## config.mk

```make
export PLATFORM = sky130hd
export DESIGN_NAME = fsync_adc_reader
export DESIGN_NICKNAME = d
export VERILOG_FILES = /design/src/rtl/fsr_pkg.sv /design/src/rtl/fsr_phase_timer.sv /design/src/rtl/fsr_bit_shifter.sv /design/src/rtl/fsr_word_bank.sv /design/src/rtl/fsync_adc_reader.sv
export SDC_FILE = /design/constraint.sdc
export NUM_CORES = 1
export LEC_CHECK = 0
export ABC_AREA = 1
export BUFFER_PORTS_ARGS = -buffer_cell sky130_fd_sc_hd__clkbuf_2
export CAP_MARGIN = 40
export CORE_ASPECT_RATIO = 0.8
export CORE_UTILIZATION = 52
export DETAILED_ROUTE_END_ITERATION = 12
export GPL_ROUTABILITY_DRIVEN = 0
export HOLD_SLACK_MARGIN = 0.05
export PLACE_DENSITY = 0.74
export SLEW_MARGIN = 20
export SYNTH_ARGS = -nofsm -noshare
export SYNTH_HDL_FRONTEND = slang
export SYNTH_SLANG_ARGS = --single-unit
```

## constraint.sdc

```tcl
create_clock -name clk -period 4.75 [get_ports clk]
set_input_delay 0.95 -clock clk [delete_from_list [all_inputs] [get_ports clk]]
set_output_delay 0.95 -clock clk [all_outputs]
set_load 0.005 [all_outputs]
```

## src/rtl/fsr_pkg.sv

```systemverilog
package fsr_pkg;

    typedef enum logic [2:0] {
        ST_IDLE,
        ST_LEAD,
        ST_LOW,
        ST_HIGH,
        ST_GAP_A,
        ST_GAP_B
    } fsr_state_e;

endpackage

```

## src/rtl/fsr_phase_timer.sv

```systemverilog
module fsr_phase_timer #(
    parameter int DIV_W = 8
) (
    input  logic             clk,
    input  logic             rst_n,
    input  logic             run,
    input  logic [DIV_W-1:0] limit,
    output logic             expire
);
    logic [DIV_W-1:0] cnt_q;

    assign expire = run && (cnt_q == limit - 1'b1);

    always_ff @(posedge clk or negedge rst_n) begin
        if (!rst_n) begin
            cnt_q <= '0;
        end else if (!run || expire) begin
            cnt_q <= '0;
        end else begin
            cnt_q <= cnt_q + 1'b1;
        end
    end
endmodule

```

## src/rtl/fsr_bit_shifter.sv

```systemverilog
module fsr_bit_shifter #(
    parameter int TOTAL_W = 96,
    parameter int CNT_W   = 7
) (
    input  logic               clk,
    input  logic               rst_n,
    input  logic               clear,
    input  logic               sample,
    input  logic               sdo,
    output logic [TOTAL_W-1:0] bits,
    output logic [CNT_W-1:0]   count
);
    always_ff @(posedge clk or negedge rst_n) begin
        if (!rst_n) begin
            bits  <= '0;
            count <= '0;
        end else if (clear) begin
            count <= '0;
        end else if (sample) begin
            bits  <= {bits[TOTAL_W-2:0], sdo};
            count <= count + 1'b1;
        end
    end
endmodule

```

## src/rtl/fsr_word_bank.sv

```systemverilog
module fsr_word_bank #(
    parameter int WORD_W      = 16,
    parameter int CH_PER_PAIR = 2,
    parameter int NUM_PAIRS   = 3,
    parameter int NW_W        = 3,
    localparam int NUM_WORDS  = CH_PER_PAIR * NUM_PAIRS,
    localparam int TOTAL_W    = NUM_WORDS * WORD_W,
    localparam int IDX_W      = $clog2(TOTAL_W)
) (
    input  logic                 clk,
    input  logic                 rst_n,
    input  logic                 commit,
    input  logic [NUM_PAIRS-1:0] pair_mask,
    input  logic [NW_W-1:0]      nwords,
    input  logic [TOTAL_W-1:0]   bits,
    output logic [TOTAL_W-1:0]   words
);
    for (genvar k = 0; k < NUM_WORDS; k++) begin : g_word
        localparam int PAIR = k / CH_PER_PAIR;
        logic [WORD_W-1:0] w_q;
        logic [NW_W-1:0]   pos;
        logic [IDX_W-1:0]  base;
        logic              in_frame;

        assign in_frame = (NW_W'(k) < nwords);
        assign pos      = in_frame ? (nwords - NW_W'(k + 1)) : '0;
        assign base     = IDX_W'(int'(pos) * WORD_W);

        always_ff @(posedge clk or negedge rst_n) begin
            if (!rst_n) begin
                w_q <= '0;
            end else if (commit && pair_mask[PAIR] && in_frame) begin
                w_q <= bits[base +: WORD_W];
            end
        end

        assign words[k*WORD_W +: WORD_W] = w_q;
    end
endmodule

```

## src/rtl/fsync_adc_reader.sv

```systemverilog
module fsync_adc_reader #(
    parameter int WORD_W      = 16,
    parameter int CH_PER_PAIR = 2,
    parameter int NUM_PAIRS   = 3,
    parameter int DIV_W       = 8,
    parameter int MIN_HALF    = 2,
    localparam int NUM_WORDS  = CH_PER_PAIR * NUM_PAIRS,
    localparam int TOTAL_W    = NUM_WORDS * WORD_W,
    localparam int PAIR_BITS  = CH_PER_PAIR * WORD_W,
    localparam int CNT_W      = $clog2(TOTAL_W + 1),
    localparam int NW_W       = $clog2(NUM_WORDS + 1),
    localparam int PC_W       = $clog2(NUM_PAIRS + 1)
) (
    input  logic                 clk,
    input  logic                 rst_n,
    input  logic                 start,
    input  logic [NUM_PAIRS-1:0] pair_mask,
    input  logic [DIV_W-1:0]     half_div,
    input  logic                 adc_sdo,
    output logic                 adc_fs_n,
    output logic                 adc_sclk,
    output logic [TOTAL_W-1:0]   data_out,
    output logic                 done
);
    import fsr_pkg::*;

    fsr_state_e state_q, state_d;

    logic [NUM_PAIRS-1:0] mask_q;
    logic [DIV_W-1:0]     lim_q, lim_d;
    logic [CNT_W-1:0]     goal_q, goal_d;
    logic [NW_W-1:0]      nw_q, nw_d;
    logic [PC_W-1:0]      top_pairs;
    logic                 fs_q, sclk_q, done_q;
    logic                 accept, expire, sample, commit, last_bit;
    logic [TOTAL_W-1:0]   bits;
    logic [CNT_W-1:0]     count;

    // frame length follows the highest pair that was converted
    always_comb begin
        top_pairs = '0;
        for (int p = 0; p < NUM_PAIRS; p++) begin
            if (pair_mask[p]) top_pairs = PC_W'(p + 1);
        end
        goal_d = CNT_W'(int'(top_pairs) * PAIR_BITS);
        nw_d   = NW_W'(int'(top_pairs) * CH_PER_PAIR);
        lim_d  = (half_div < DIV_W'(MIN_HALF)) ? DIV_W'(MIN_HALF) : half_div;
    end

    assign accept   = (state_q == ST_IDLE) && start && (|pair_mask);
    assign last_bit = (count == goal_q);
    assign sample   = expire && ((state_q == ST_LEAD) ||
                                 ((state_q == ST_HIGH) && !last_bit));
    assign commit   = expire && (state_q == ST_HIGH) && last_bit;

    fsr_phase_timer #(.DIV_W(DIV_W)) timer_i (
        .clk    (clk),
        .rst_n  (rst_n),
        .run    (state_q != ST_IDLE),
        .limit  (lim_q),
        .expire (expire)
    );

    fsr_bit_shifter #(.TOTAL_W(TOTAL_W), .CNT_W(CNT_W)) shift_i (
        .clk    (clk),
        .rst_n  (rst_n),
        .clear  (accept),
        .sample (sample),
        .sdo    (adc_sdo),
        .bits   (bits),
        .count  (count)
    );

    fsr_word_bank #(
        .WORD_W      (WORD_W),
        .CH_PER_PAIR (CH_PER_PAIR),
        .NUM_PAIRS   (NUM_PAIRS),
        .NW_W        (NW_W)
    ) bank_i (
        .clk       (clk),
        .rst_n     (rst_n),
        .commit    (commit),
        .pair_mask (mask_q),
        .nwords    (nw_q),
        .bits      (bits),
        .words     (data_out)
    );

    // state register
    always_ff @(posedge clk or negedge rst_n) begin
        if (!rst_n) state_q <= ST_IDLE;
        else        state_q <= state_d;
    end

    // transitions
    always_comb begin
        state_d = state_q;
        unique case (state_q)
            ST_IDLE:  if (accept) state_d = ST_LEAD;
            ST_LEAD:  if (expire) state_d = ST_LOW;
            ST_LOW:   if (expire) state_d = ST_HIGH;
            ST_HIGH:  if (expire) state_d = last_bit ? ST_GAP_A : ST_LOW;
            ST_GAP_A: if (expire) state_d = ST_GAP_B;
            ST_GAP_B: if (expire) state_d = ST_IDLE;
            default:  state_d = ST_IDLE;
        endcase
    end

    // registered outputs and per-frame settings
    always_ff @(posedge clk or negedge rst_n) begin
        if (!rst_n) begin
            fs_q   <= 1'b1;
            sclk_q <= 1'b1;
            done_q <= 1'b0;
            mask_q <= '0;
            lim_q  <= DIV_W'(MIN_HALF);
            goal_q <= '0;
            nw_q   <= '0;
        end else begin
            fs_q   <= (state_d == ST_IDLE) || (state_d == ST_GAP_A) ||
                      (state_d == ST_GAP_B);
            sclk_q <= (state_d != ST_LOW);
            done_q <= commit;
            if (accept) begin
                mask_q <= pair_mask;
                lim_q  <= lim_d;
                goal_q <= goal_d;
                nw_q   <= nw_d;
            end
        end
    end

    assign adc_fs_n = fs_q;
    assign adc_sclk = sclk_q;
    assign done     = done_q;
endmodule

```

==> reports/results.txt <==
Compound-cell area share of the yosys netlist = 0.207
Initial DRC count = 1433
Power per cell area = 478 nW/um^2
Grt ovf = 0
Fin Setup TNS = 0 ns
Sw frac = 0.419
Root Driver = clkbuf_16
Status = completed
CP Buf/Inv Count = 5
Maxcap violations = 0
CTS Sinks = 226
Cell count along the critical path = 16
Routed WL = 36.5 mm
Post-DRT Antenna Nets = 0
Vias in the first global route = 10.3k
Clock Skews = 0.0172 ns
WL/cell = 18.5 um
R2r setup slk = 1.82 ns
Synthesized area per cell = 7.60 um^2
Reg2Reg Depth = 16
Core area = 22600 um^2
Resized cells post-CTS = 0
CTS buffer count = 24
Synth unique cells = 39
CP Max Fanout = 64
WS Path Type = flip-flop to flip-flop
Clock power share = 0.288
Final-report setup violation count = 0
Post-Synthesis Cell Area = 12100 um^2
Vert. Die Dim = 138 um
Reg clk slew, reported paths = 0.06 ns
Pleak = 7.02 nW
Ys flop type = dfrtp_1
Simple-gate portion of the synthesized area = 0.184
Maximum VDD drop = 312 uV
TritonCTS clock tree = done
Die W = 172 um
Final #Nets = 1679
Largest family of logic cells by synthesized area = compound AO/OA/AOI/OAI gates
Number of port buffers = 113
Switching pwr = 0.00271 W
Post-placement cell area = 12800 um^2
Internal = 0.00377 W
Row count = 49
Post-synthesis mux area share = 0
Seq pwr share = 0.337
# hold bufs at CTS = 0
Tightest Pin Transition = 0.966 ns
Layout Area Growth over Synthesis = 12.1%
Synth Instances = 1592
Crit-path slowest cell = nor2_8
RSZ-0062 raised after global routing = no
Largest net degree at the start of global routing = 201
Critical Path AT = 3.33 ns
Final Hold Vio Count = 0
Startpoint types = flip-flop
Synth Warn # = 0
Crit path largest cell delay = 0.62 ns
Layout cells sized above 1 = 0.120
Tmin final = 2.93 ns
Antenna violations before repair = 0
Boundary pin count = 114
Asr flop ratio synth = 1.00
First-pass GRT wire length = 58.0 mm
Routed vias/inst = 5.70
Overall Global Routing Usage = 0.312
CTS H-Tree Depth = 1
DR pass1 iterations = 6
Postcts setup bufs = 0
Post-synth EDFFs = 0
Period utilization = 0.616
Number of synthesized register bits = 226
Adder-Cell Fraction of Synth Area = 0.0114
Critical path endpoint category = flip-flop
Die ar. = 23900 um^2
Worst R2R End = bank_i.g_word[4].w_q[13]
Maximum buffer depth of the clock tree = 3
Crit path from = lim_q[0]
Path type of the worst min-delay path = input port to async pin
Worst path cell trace = inv_1 > ha_1 > inv_1 > nand2_1 > nand3_1 > nand2_1 > inv_1 > nand3_1 > nor2_1 > nand2_2 > clkinv_2 > nand2_4 > nor2_8 > nand2_1 > o21ai_0 > inv_1
Reg-to-reg startpoint = lim_q[0]
XOR/XNOR Fraction of Synth Area = 0.00724
Worst-Skew Late Latency = 0.53 ns
Worst setup endpoint = bank_i.g_word[4].w_q[13]
Critical Path RT = 5.15 ns
CP dominant cell by count = inv_1
Combinational cell fraction of total power = 0.376
Starting Density = 0.534
Slew HR = 0.356
Sequential-to-total area share from yosys stat = 0.468
Final Slew Violations = 0
Syn nets = 1618
CP top delay family = simple AND/OR/NAND/NOR gates
Via count = 11.3k
Detailed placer's ending HPWL = 24.7 mm
Fmax = 0.342 GHz
DRC Markers = 0
Finished Cell Area = 13600 um^2
==> through the flow <==
stage	hold WS [ns]	util	worst slack, ns	std cells	total power (W)
final	0.445	0.599	1.82	1977	0.00648
after detailed placement	0.459	0.565	1.86	1933	0.00453
after CTS	0.474	0.599	1.85	1976	0.00640
after floorplan	0.442	-	2.59	1592	0.00380
after global routing	0.511	0.599	1.47	1976	0.00678
after global placement	0.460	0.564	1.83	1931	0.00448
==> worst reg2reg max path: cells and delay by family, from the launching register on <==
kind,cells,cell delay [ns]
DFF,1,0.41
buffers and inverters,5,0.46
and+or+nand+nor,9,1.54
AOI/OAI and AO/OA,1,0.14
adders and majority gates,1,0.28
==> flip-flops by register name, summed over array words and instances, names as in the netlist <==
name / cells
timer_i.cnt_q: 8
shift_i.count: 7
bank_i.g_word.w_q: 96
shift_i.bits: 96
state_q: 3
adc_sclk: 1
adc_fs_n: 1
mask_q: 3
nw_q: 2
done: 1
lim_q: 8
==> worst min path at each step <==
stage	endpoint	slack, ns	start	depth (start not counted)
2_1_floorplan	mask_q[1]	0.44	mask_q[1]	2
3_3_place_gp	shift_i.bits[57]	0.46	shift_i.bits[56]	2
3_5_place_dp	mask_q[2]	0.46	mask_q[2]	2
4_1_cts	mask_q[2]	0.47	mask_q[2]	2
5_1_grt	shift_i.bits[90]	0.51	shift_i.bits[89]	2
6_report	bank_i.g_word[3].w_q[10]	0.45	rst_n	1
==> cells in the final DEF, fill, tap and decap left out, types with 2 or more instances in the layout <==
cell	n
o21ai_2	6
xnor2_1	3
a31oi_1	16
inv_2	3
nand4_1	37
clkbuf_8	6
nor3b_1	3
buf_4	15
inv_1	266
o221ai_1	17
clkinv_1	4
dfstp_2	3
o211ai_1	16
buf_12	2
clkbuf_1	4
a21oi_1	86
nor3_1	6
nor2_1	40
nand2_1	406
dfrtp_1	223
clkbuf_16	25
o21ai_0	222
nand3_1	19
nand2_2	4
nor2_2	2
clkbuf_2	112
clkinv_2	7
nor2_4	4
o21ai_1	34
ha_1	11
xor2_1	7
a22oi_1	36
a32oi_1	12
nand3_4	2
==> cells in the mapped netlist, types with 3 or more instances <==
cell,instances,area [um^2]
dfrtp_1,223,5580
o21ai_1,34,170
a21oi_1,86,430
nor3b_1,3,22.5
nor3_1,7,35.0
nand2_2,3,18.8
ha_1,11,138
inv_2,3,11.3
o211ai_1,16,120
nor2_4,3,33.8
nand3_1,19,95.1
nand2_1,407,1530
buf_1,6,22.5
xnor2_1,3,26.3
a32oi_1,12,105
clkbuf_1,47,176
buf_2,33,165
nor2_1,43,161
xor2_1,7,61.3
a31oi_1,16,100
clkinv_1,3,11.3
a22oi_1,36,270
nand4_1,37,231
inv_1,267,1000
o21ai_2,6,52.6
dfstp_2,3,78.8
buf_4,7,52.6
o21ai_0,222,1110
o221ai_1,17,149
==> area by class of cell <==
class | count | area [um^2]
sequential | 226 | 5660
tap | 306 | 383
inverter | 275 | 1040
multi-input combinational | 996 | 4970
timing repair buffer | 130 | 728
clock buffer | 35 | 723
antenna | 1 | 2.50
clock inverter | 8 | 46.3
fill | 2048 | 9070
==> routing by layer <==
| metal | vias to the layer above | part of all wire | global-route usage |
|---|---|---|---|
| met3 | 87 | 0.11 | 0.0690 |
| li1 | 5298 | - | - |
| met1 | 5262 | 0.44 | 0.475 |
| met2 | 631 | 0.41 | 0.432 |
| met4 | 0 | 0.035 | 0.112 |
| met5 | - | 0 | 0 |
==> cell families (layout without fill, tap and decap cells) <==
| logic type | count (synthesis) | in the layout |
|---|---|---|
| adder cells (fa/ha/maj) | 11 | 11 |
| buffers and inverters | 370 | 448 |
| XOR/XNOR | 10 | 10 |
| AO/OA/AOI/OAI | 445 | 445 |
| AND/OR/NAND/NOR | 530 | 530 |
| other | 0 | 1 |
| flip-flops | 226 | 226 |
==> power groups by stage <==
stage | Clock [W] | Sequential, W | Combinational (W)
CTS | 0.00188 | 0.00218 | 0.00234
floorplan | 0 | 0.00218 | 0.00162
global route | 0.00195 | 0.00220 | 0.00263
detailed placement | 0 | 0.00221 | 0.00232
global placement | 0 | 0.00221 | 0.00227
finish | 0.00187 | 0.00218 | 0.00243
No activity file was read; power rests on OpenSTA's default activity.
